$ cat src/rtl/pinbank_pkg.sv
package pinbank_pkg;

    // Register select codes used on the write port
    typedef enum logic [2:0] {
        SEL_OUT  = 3'd0,
        SEL_DIR  = 3'd1,
        SEL_FSEL = 3'd2,
        SEL_IE   = 3'd3,
        SEL_IES  = 3'd4,
        SEL_IFG  = 3'd5
    } reg_sel_e;

    // Ownership of the pads
    typedef enum logic {
        ST_PORT = 1'b0,
        ST_JTAG = 1'b1
    } bank_state_e;

endpackage

$ cat src/rtl/pinbank_sync.sv
module pinbank_sync #(
    parameter int W      = 4,
    parameter int STAGES = 2
) (
    input  logic         clk,
    input  logic         rst_n,
    input  logic [W-1:0] raw_i,
    output logic [W-1:0] level_o,
    output logic [W-1:0] rise_o,
    output logic [W-1:0] fall_o
);
    localparam int LAST = STAGES - 1;

    logic [W-1:0] stage_q [STAGES];
    logic [W-1:0] prev_q;

    always_ff @(posedge clk or negedge rst_n) begin
        if (!rst_n) stage_q[0] <= '0;
        else        stage_q[0] <= raw_i;
    end

    for (genvar s = 1; s < STAGES; s++) begin : g_stage
        always_ff @(posedge clk or negedge rst_n) begin
            if (!rst_n) stage_q[s] <= '0;
            else        stage_q[s] <= stage_q[s-1];
        end
    end

    // Previous synchronized sample, used only for edge comparison
    always_ff @(posedge clk or negedge rst_n) begin
        if (!rst_n) prev_q <= '0;
        else        prev_q <= stage_q[LAST];
    end

    assign level_o = stage_q[LAST];
    assign rise_o  = stage_q[LAST] & ~prev_q;
    assign fall_o  = ~stage_q[LAST] & prev_q;

endmodule

$ cat src/rtl/pinbank_regs.sv
module pinbank_regs
    import pinbank_pkg::*;
#(
    parameter int W = 4
) (
    input  logic         clk,
    input  logic         rst_n,
    input  logic         we_i,
    input  logic [2:0]   sel_i,
    input  logic [W-1:0] wdata_i,
    input  logic [W-1:0] rise_i,
    input  logic [W-1:0] fall_i,
    output logic [W-1:0] out_q,
    output logic [W-1:0] dir_q,
    output logic [W-1:0] fsel_q,
    output logic [W-1:0] ie_q,
    output logic [W-1:0] ifg_q
);
    logic [W-1:0] ies_q;
    logic [W-1:0] edge_hit;
    logic [W-1:0] ifg_base;

    // Edge select 0 picks rising, 1 picks falling
    assign edge_hit = (rise_i & ~ies_q) | (fall_i & ies_q);
    assign ifg_base = (we_i && sel_i == SEL_IFG) ? wdata_i : ifg_q;

    always_ff @(posedge clk or negedge rst_n) begin
        if (!rst_n) begin
            out_q  <= '0;
            dir_q  <= '0;
            fsel_q <= '0;
            ie_q   <= '0;
            ies_q  <= '0;
        end else if (we_i) begin
            unique case (sel_i)
                SEL_OUT:  out_q  <= wdata_i;
                SEL_DIR:  dir_q  <= wdata_i;
                SEL_FSEL: fsel_q <= wdata_i;
                SEL_IE:   ie_q   <= wdata_i;
                SEL_IES:  ies_q  <= wdata_i;
                default:  ;
            endcase
        end
    end

    // A set from a detected edge overrides a same-cycle clear
    always_ff @(posedge clk or negedge rst_n) begin
        if (!rst_n) ifg_q <= '0;
        else        ifg_q <= ifg_base | edge_hit;
    end

endmodule

$ cat src/rtl/pinbank_padmux.sv
module pinbank_padmux #(
    parameter int W = 4
) (
    input  logic         in_jtag_i,
    input  logic [W-1:0] out_q_i,
    input  logic [W-1:0] dir_q_i,
    input  logic [W-1:0] fsel_q_i,
    input  logic [W-1:0] periph_i,
    input  logic         tdo_i,
    input  logic         tdo_en_i,
    output logic [W-1:0] pad_out_o,
    output logic [W-1:0] pad_oe_o
);
    localparam int TDO_BIT = W - 1;

    for (genvar b = 0; b < W; b++) begin : g_bit
        logic port_lvl;
        assign port_lvl = fsel_q_i[b] ? periph_i[b] : out_q_i[b];

        if (b == TDO_BIT) begin : g_tdo
            assign pad_out_o[b] = in_jtag_i ? tdo_i    : port_lvl;
            assign pad_oe_o[b]  = in_jtag_i ? tdo_en_i : dir_q_i[b];
        end else begin : g_in
            assign pad_out_o[b] = in_jtag_i ? 1'b0 : port_lvl;
            assign pad_oe_o[b]  = in_jtag_i ? 1'b0 : dir_q_i[b];
        end
    end

endmodule

$ cat src/rtl/pinbank_top.sv
module pinbank_top
    import pinbank_pkg::*;
#(
    parameter int SYNC_STAGES = 2
) (
    input  logic       clk,
    input  logic       rst_n,
    input  logic       test_mode_i,
    input  logic       reg_we_i,
    input  logic [2:0] reg_sel_i,
    input  logic [3:0] reg_wdata_i,
    input  logic [3:0] pad_in_i,
    output logic [3:0] pad_out_o,
    output logic [3:0] pad_oe_o,
    input  logic       smclk_i,
    input  logic [2:0] timer_out_i,
    input  logic       jtag_tdo_i,
    input  logic       jtag_tdo_en_i,
    output logic       jtag_tck_o,
    output logic       jtag_tms_o,
    output logic       jtag_tclk_o,
    output logic       jtag_tdi_o,
    output logic [3:0] port_in_o,
    output logic [3:0] irq_flag_o,
    output logic       irq_o
);
    localparam int NB = 4;

    bank_state_e  state_q, state_d;
    logic         in_jtag;
    logic [NB-1:0] rise, fall;
    logic [NB-1:0] out_q, dir_q, fsel_q, ie_q, ifg_q;
    logic [NB-1:0] periph;

    // State register
    always_ff @(posedge clk or negedge rst_n) begin
        if (!rst_n) state_q <= ST_PORT;
        else        state_q <= state_d;
    end

    // Next state: T_ENTER and T_LEAVE
    always_comb begin
        state_d = state_q;
        unique case (state_q)
            ST_PORT: if (test_mode_i)  state_d = ST_JTAG;
            ST_JTAG: if (!test_mode_i) state_d = ST_PORT;
        endcase
    end

    // State outputs
    always_comb begin
        in_jtag     = 1'b0;
        jtag_tck_o  = 1'b0;
        jtag_tms_o  = 1'b0;
        jtag_tclk_o = 1'b0;
        jtag_tdi_o  = 1'b0;
        unique case (state_q)
            ST_PORT: ;
            ST_JTAG: begin
                in_jtag     = 1'b1;
                jtag_tck_o  = pad_in_i[0];
                jtag_tms_o  = pad_in_i[1];
                jtag_tclk_o = pad_in_i[2];
                jtag_tdi_o  = pad_in_i[3];
            end
        endcase
    end

    assign periph = {timer_out_i, smclk_i};

    pinbank_sync #(.W(NB), .STAGES(SYNC_STAGES)) u_sync (
        .clk     (clk),
        .rst_n   (rst_n),
        .raw_i   (pad_in_i),
        .level_o (port_in_o),
        .rise_o  (rise),
        .fall_o  (fall)
    );

    pinbank_regs #(.W(NB)) u_regs (
        .clk     (clk),
        .rst_n   (rst_n),
        .we_i    (reg_we_i),
        .sel_i   (reg_sel_i),
        .wdata_i (reg_wdata_i),
        .rise_i  (rise),
        .fall_i  (fall),
        .out_q   (out_q),
        .dir_q   (dir_q),
        .fsel_q  (fsel_q),
        .ie_q    (ie_q),
        .ifg_q   (ifg_q)
    );

    pinbank_padmux #(.W(NB)) u_mux (
        .in_jtag_i (in_jtag),
        .out_q_i   (out_q),
        .dir_q_i   (dir_q),
        .fsel_q_i  (fsel_q),
        .periph_i  (periph),
        .tdo_i     (jtag_tdo_i),
        .tdo_en_i  (jtag_tdo_en_i),
        .pad_out_o (pad_out_o),
        .pad_oe_o  (pad_oe_o)
    );

    assign irq_flag_o = ifg_q;
    assign irq_o      = |(ifg_q & ie_q);

endmodule

$ cat config.mk
export PLATFORM = sky130hd
export DESIGN_NAME = pinbank_top
export DESIGN_NICKNAME = d
export VERILOG_FILES = /design/src/rtl/pinbank_pkg.sv /design/src/rtl/pinbank_sync.sv /design/src/rtl/pinbank_regs.sv /design/src/rtl/pinbank_padmux.sv /design/src/rtl/pinbank_top.sv
export SDC_FILE = /design/constraint.sdc
export NUM_CORES = 1
export LEC_CHECK = 0
export CAP_MARGIN = 5
export CORE_ASPECT_RATIO = 1.25
export CORE_MARGIN = 3
export CORE_UTILIZATION = 47
export CTS_CLUSTER_DIAMETER = 120
export CTS_CLUSTER_SIZE = 14
export DETAILED_ROUTE_END_ITERATION = 8
export PLACE_DENSITY = 0.83
export SLEW_MARGIN = 20
export SYNTH_ARGS = -nofsm -noshare
export SYNTH_HDL_FRONTEND = slang
export SYNTH_SLANG_ARGS = --single-unit
$ cat constraint.sdc
create_clock -name clk -period 1.4 [get_ports clk]
set_clock_uncertainty 0.1 [all_clocks]
set_input_delay 0.14 -clock clk [delete_from_list [all_inputs] [get_ports clk]]
set_output_delay 0.14 -clock clk [all_outputs]
set_load 0.05 [all_outputs]
==> out/qor_table.md <==
| Result | This run |
| --- | --- |
| Switching share of power | 31.3% |
| Leading area contributor after synthesis | sky130_fd_sc_hd__dfrtp_1 |
| Initial antenna violation count | 0 |
| Post-route cell area | 2410 um2 |
| Port Buf Inserts | 41 |
| Unrepaired setup endpoints after global routing | true |
| Status | finished with violations |
| Violations in the final reports | setup timing |
| Synth top area share | 59.7% |
| Number of top-level pins | 42 |
| Leading cell types by total area after synthesis | sky130_fd_sc_hd__dfrtp_1 (60%), sky130_fd_sc_hd__mux2_1 (12%), sky130_fd_sc_hd__mux2i_1 (5.2%), sky130_fd_sc_hd__mux2_4 (3.9%), sky130_fd_sc_hd__nand2_1 (2.2%) |
| Critical Path AT | 1250 ps |
| Proportion of synthesized chip area in sequential cells | 59.7% |
| Placed wire-length estimate | 2.53 mm |
| R2R depth | 2 |
| Cell Pwr Density | 1180 nW/um2 |
| Horizontal die dimension | 57.4 um |
| Synthesized area per cell | 14.4 um2 |
| Aggregate routed wire length | 3.55 mm |
| Antenna diode count | 0 |
| Die H | 70.2 um |
| Core footprint | 3060 um2 |
| Placement row count | 22 |
| Class of the tightest hold or removal check | input pin to asynchronous set/reset pin |
| Synthesis warning total | 0 |
| Worst-case clock buffer depth | 2 |
| Clock latency of the later-clocked register in the worst-skew pair | 330 ps |
| Clock tree from TritonCTS | built |
| H-tree levels | 2 |
| Critical R2R Launch | u_sync.level_o[2] |
| Share of cells above drive strength 1 | 41.5% |
| NumNets Final | 185 |
| Fraction of power consumed by the clock network | 19.8% |
| CTS sink cnt | 37 |
| Average routed wire per standard cell | 17.7 um |
| Wire length of the first global-routing pass | 6.11 mm |
| Tightest Pin Transition | 363 ps |
| Worst Setup End Kind | output pin |
| Type of the worst setup path | flip-flop to output pin |
| DR DRC count | 0 |
| Number of max-slew violations in the final report | 0 |
| Relative slew slack | 75.7% |
| Vias in the first global route | 1223 |
| Fin worst setup slack | -91.8 ps |
| Maximum capacitance violations | 0 |
| Synthesized netlist cell count | 108 |
| DRT iter0 DRCs | 33 |
| Flop-to-flop setup slack | 250 ps |
| Internal power component | 1.95 mW |
| Total gr overflow | 0 |
| Power share of the sequential group | 47.2% |
| Number of routed nets with antenna violations | 0 |
| Max Freq | 670 MHz |
| Critical Path Start Type | flip-flop |
| Switching component of the power | 889 uW |
| Total die area | 4030 um2 |
| TritonCTS Buffers | 5 |
| Endpoint of the most critical register-to-register path | u_regs.ifg_q[2] |
| Final critical path time including I/O delays and setup | 1490 ps |
| Setup-violating endpoint count in the final report | 13 |
| Power Total | 2.84 mW |
| Number of synthesized register bits | 37 |
| Post-synth design cell area | 1550 um2 |
| Placed cell areas | 2230 um2 |
| First-pass iteration count of the detailed router | 6 |
| Clock slew at the register clock pins of the worst setup and hold paths | 100 ps |
| GRT Total Usage | 20.8% |
| Count of distinct cell types in the synthesized netlist | 21 |
| RD Place Congestion | 0.779 |
| Maximum resistive drop on vdd | 1020 uV |
| Maximum number of pins on one net before global-route repair | 38 |
| Initial Util | 50.8% |
| CP max FO | 8 |
| Summed negative setup slack over all endpoints | -865 ps |
| Net count after synthesis | 129 |
| Total via count in the routed design | 1049 |
| Root buffer cell | sky130_fd_sc_hd__clkbuf_4 |
| Mean number of vias per cell | 5.25 |
| Reported leakage power | 1.10 nW |
| Combinational fraction of design power | 32.9% |
| Required time at the worst-slack endpoint | 1160 ps |
| Portion of the clock cycle consumed by the worst path in the final layout | 107% |
| Final-report hold violation count | 0 |
| Relative area change from synthesis to final layout | 55.4% |
## placed cells by master, fill, tap and decap left out, types with 2 or more instances in the layout
cell	synthesis	routed
sky130_fd_sc_hd__dfrtp_1	37	36
sky130_fd_sc_hd__buf_12	0	20
sky130_fd_sc_hd__mux2_1	16	16
sky130_fd_sc_hd__clkdlybuf4s50_1	0	16
sky130_fd_sc_hd__buf_4	4	11
sky130_fd_sc_hd__nand2_1	9	8
sky130_fd_sc_hd__mux2i_1	8	6
sky130_fd_sc_hd__clkbuf_4	0	5
sky130_fd_sc_hd__and2_4	0	4
sky130_fd_sc_hd__mux2_4	4	4
sky130_fd_sc_hd__dlymetal6s2s_1	0	4
sky130_fd_sc_hd__nor2_1	6	3
sky130_fd_sc_hd__o211ai_1	3	3
sky130_fd_sc_hd__nand4b_2	2	2
sky130_fd_sc_hd__mux2i_2	0	2
sky130_fd_sc_hd__nor2b_2	0	2
sky130_fd_sc_hd__nor2_2	0	2
sky130_fd_sc_hd__and4bb_4	2	2
sky130_fd_sc_hd__buf_6	0	2
## cell families (layout without fill, tap and decap cells)
| kind of cell | Yosys count | count (layout) | share of synthesized area [%] |
|---|---|---|---|
| AOI/OAI and AO/OA | 6 | 6 | 2.74 |
| buffers and inverters | 5 | 61 | 2.18 |
| DFF | 37 | 37 | 59.7 |
| muxes | 29 | 29 | 21.4 |
| and+or+nand+nor | 31 | 31 | 14.0 |
## routing by layer
layer  up-vias  routed length [um]  global-route usage [%]
met5         -                   0                       0
met4         0                 103                    10.1
met3        10                 161                    7.21
met2        25                1940                    33.7
met1       524                1340                    24.0
li1        490                   -                       -
## metrics by stage
| stage | std cells | hold WS (ps) | util [%] | setup slack [ps] |
|---|---|---|---|---|
| after CTS | 199 | 64.9 | 77.8 | -104 |
| after detailed placement | 187 | 237 | 73.0 | -358 |
| final | 200 | 65.8 | 78.9 | -91.8 |
| after floorplan | 108 | -256 | - | -108 |
| after global placement | 187 | 235 | 73.0 | -273 |
| after global routing | 200 | 52.9 | 78.9 | -152 |
## registers in the layout, indices dropped and copies added (netlist names)
register and cells:
state_q 1, u_regs.ifg_q 4, u_regs.fsel_q 4, u_regs.ies_q 4, u_sync.prev_q 4, u_sync.level_o 4
u_regs.dir_q 4, u_sync.stage_q 4, u_regs.out_q 4, u_regs.ie_q 4
## critical path: stages (launching register included)
cell                      delay (ps)
sky130_fd_sc_hd__dfrtp_2         440
sky130_fd_sc_hd__buf_8           160
sky130_fd_sc_hd__nor2b_2         160
sky130_fd_sc_hd__buf_12          150
## timing repair
| action | in CTS | in global routing |
|---|---|---|
| gates resized for setup | 17 | 8 |
| hold buffers | 0 | 0 |
| buffers inserted | 5 | 1 |
| endpoints found under the setup margin | 13 | 20 |
| pin swaps | 1 | 1 |
## worst max-delay path by stage
stage	startpoint	to	cells after the start
detailed placement	reg_sel_i[0]	u_regs.out_q[3]	3
global route	u_regs.fsel_q[3]	pad_out_o[3]	3
global placement	reg_sel_i[0]	u_regs.out_q[2]	3
finish	state_q	pad_oe_o[2]	3
floorplan	state_q	pad_out_o[0]	2
CTS	state_q	pad_out_o[3]	3
## cell usage after synthesis (all sizes together)
| cell | n |
|---|---|
| dfrtp | 37 |
| mux2 | 21 |
| nand2 | 9 |
| mux2i | 8 |
| nor2 | 6 |
| and2 | 4 |
| buf | 4 |
| nor2b | 3 |
| o211ai | 3 |
| a22oi | 2 |
| and4bb | 2 |
| nand4b | 2 |
| clkbuf | 1 |
| nand3 | 1 |
| nand3b | 1 |
| nor3 | 1 |
| nor4b | 1 |
| o21ai | 1 |
| or3b | 1 |
## final cells by class
type,instances,area [um2]
well taps,36,45.0
flip-flops and latches,37,927
repair buffers,54,731
multi-input cells,66,653
fillers,170,644
clock buffers,7,55.1
## power by group through the flow
| stage | Combinational, mW | Sequential (mW) | Clock [mW] |
|---|---|---|---|
| 6_report | 0.935 | 1.34 | 0.562 |
| 5_1_grt | 0.988 | 1.36 | 0.636 |
| 4_1_cts | 0.918 | 1.33 | 0.578 |
| 3_5_place_dp | 0.844 | 1.36 | 0 |
| 3_3_place_gp | 0.819 | 1.34 | 0 |
| 2_1_floorplan | 0.421 | 1.35 | 0 |
(Power assumes the default switching activity.)
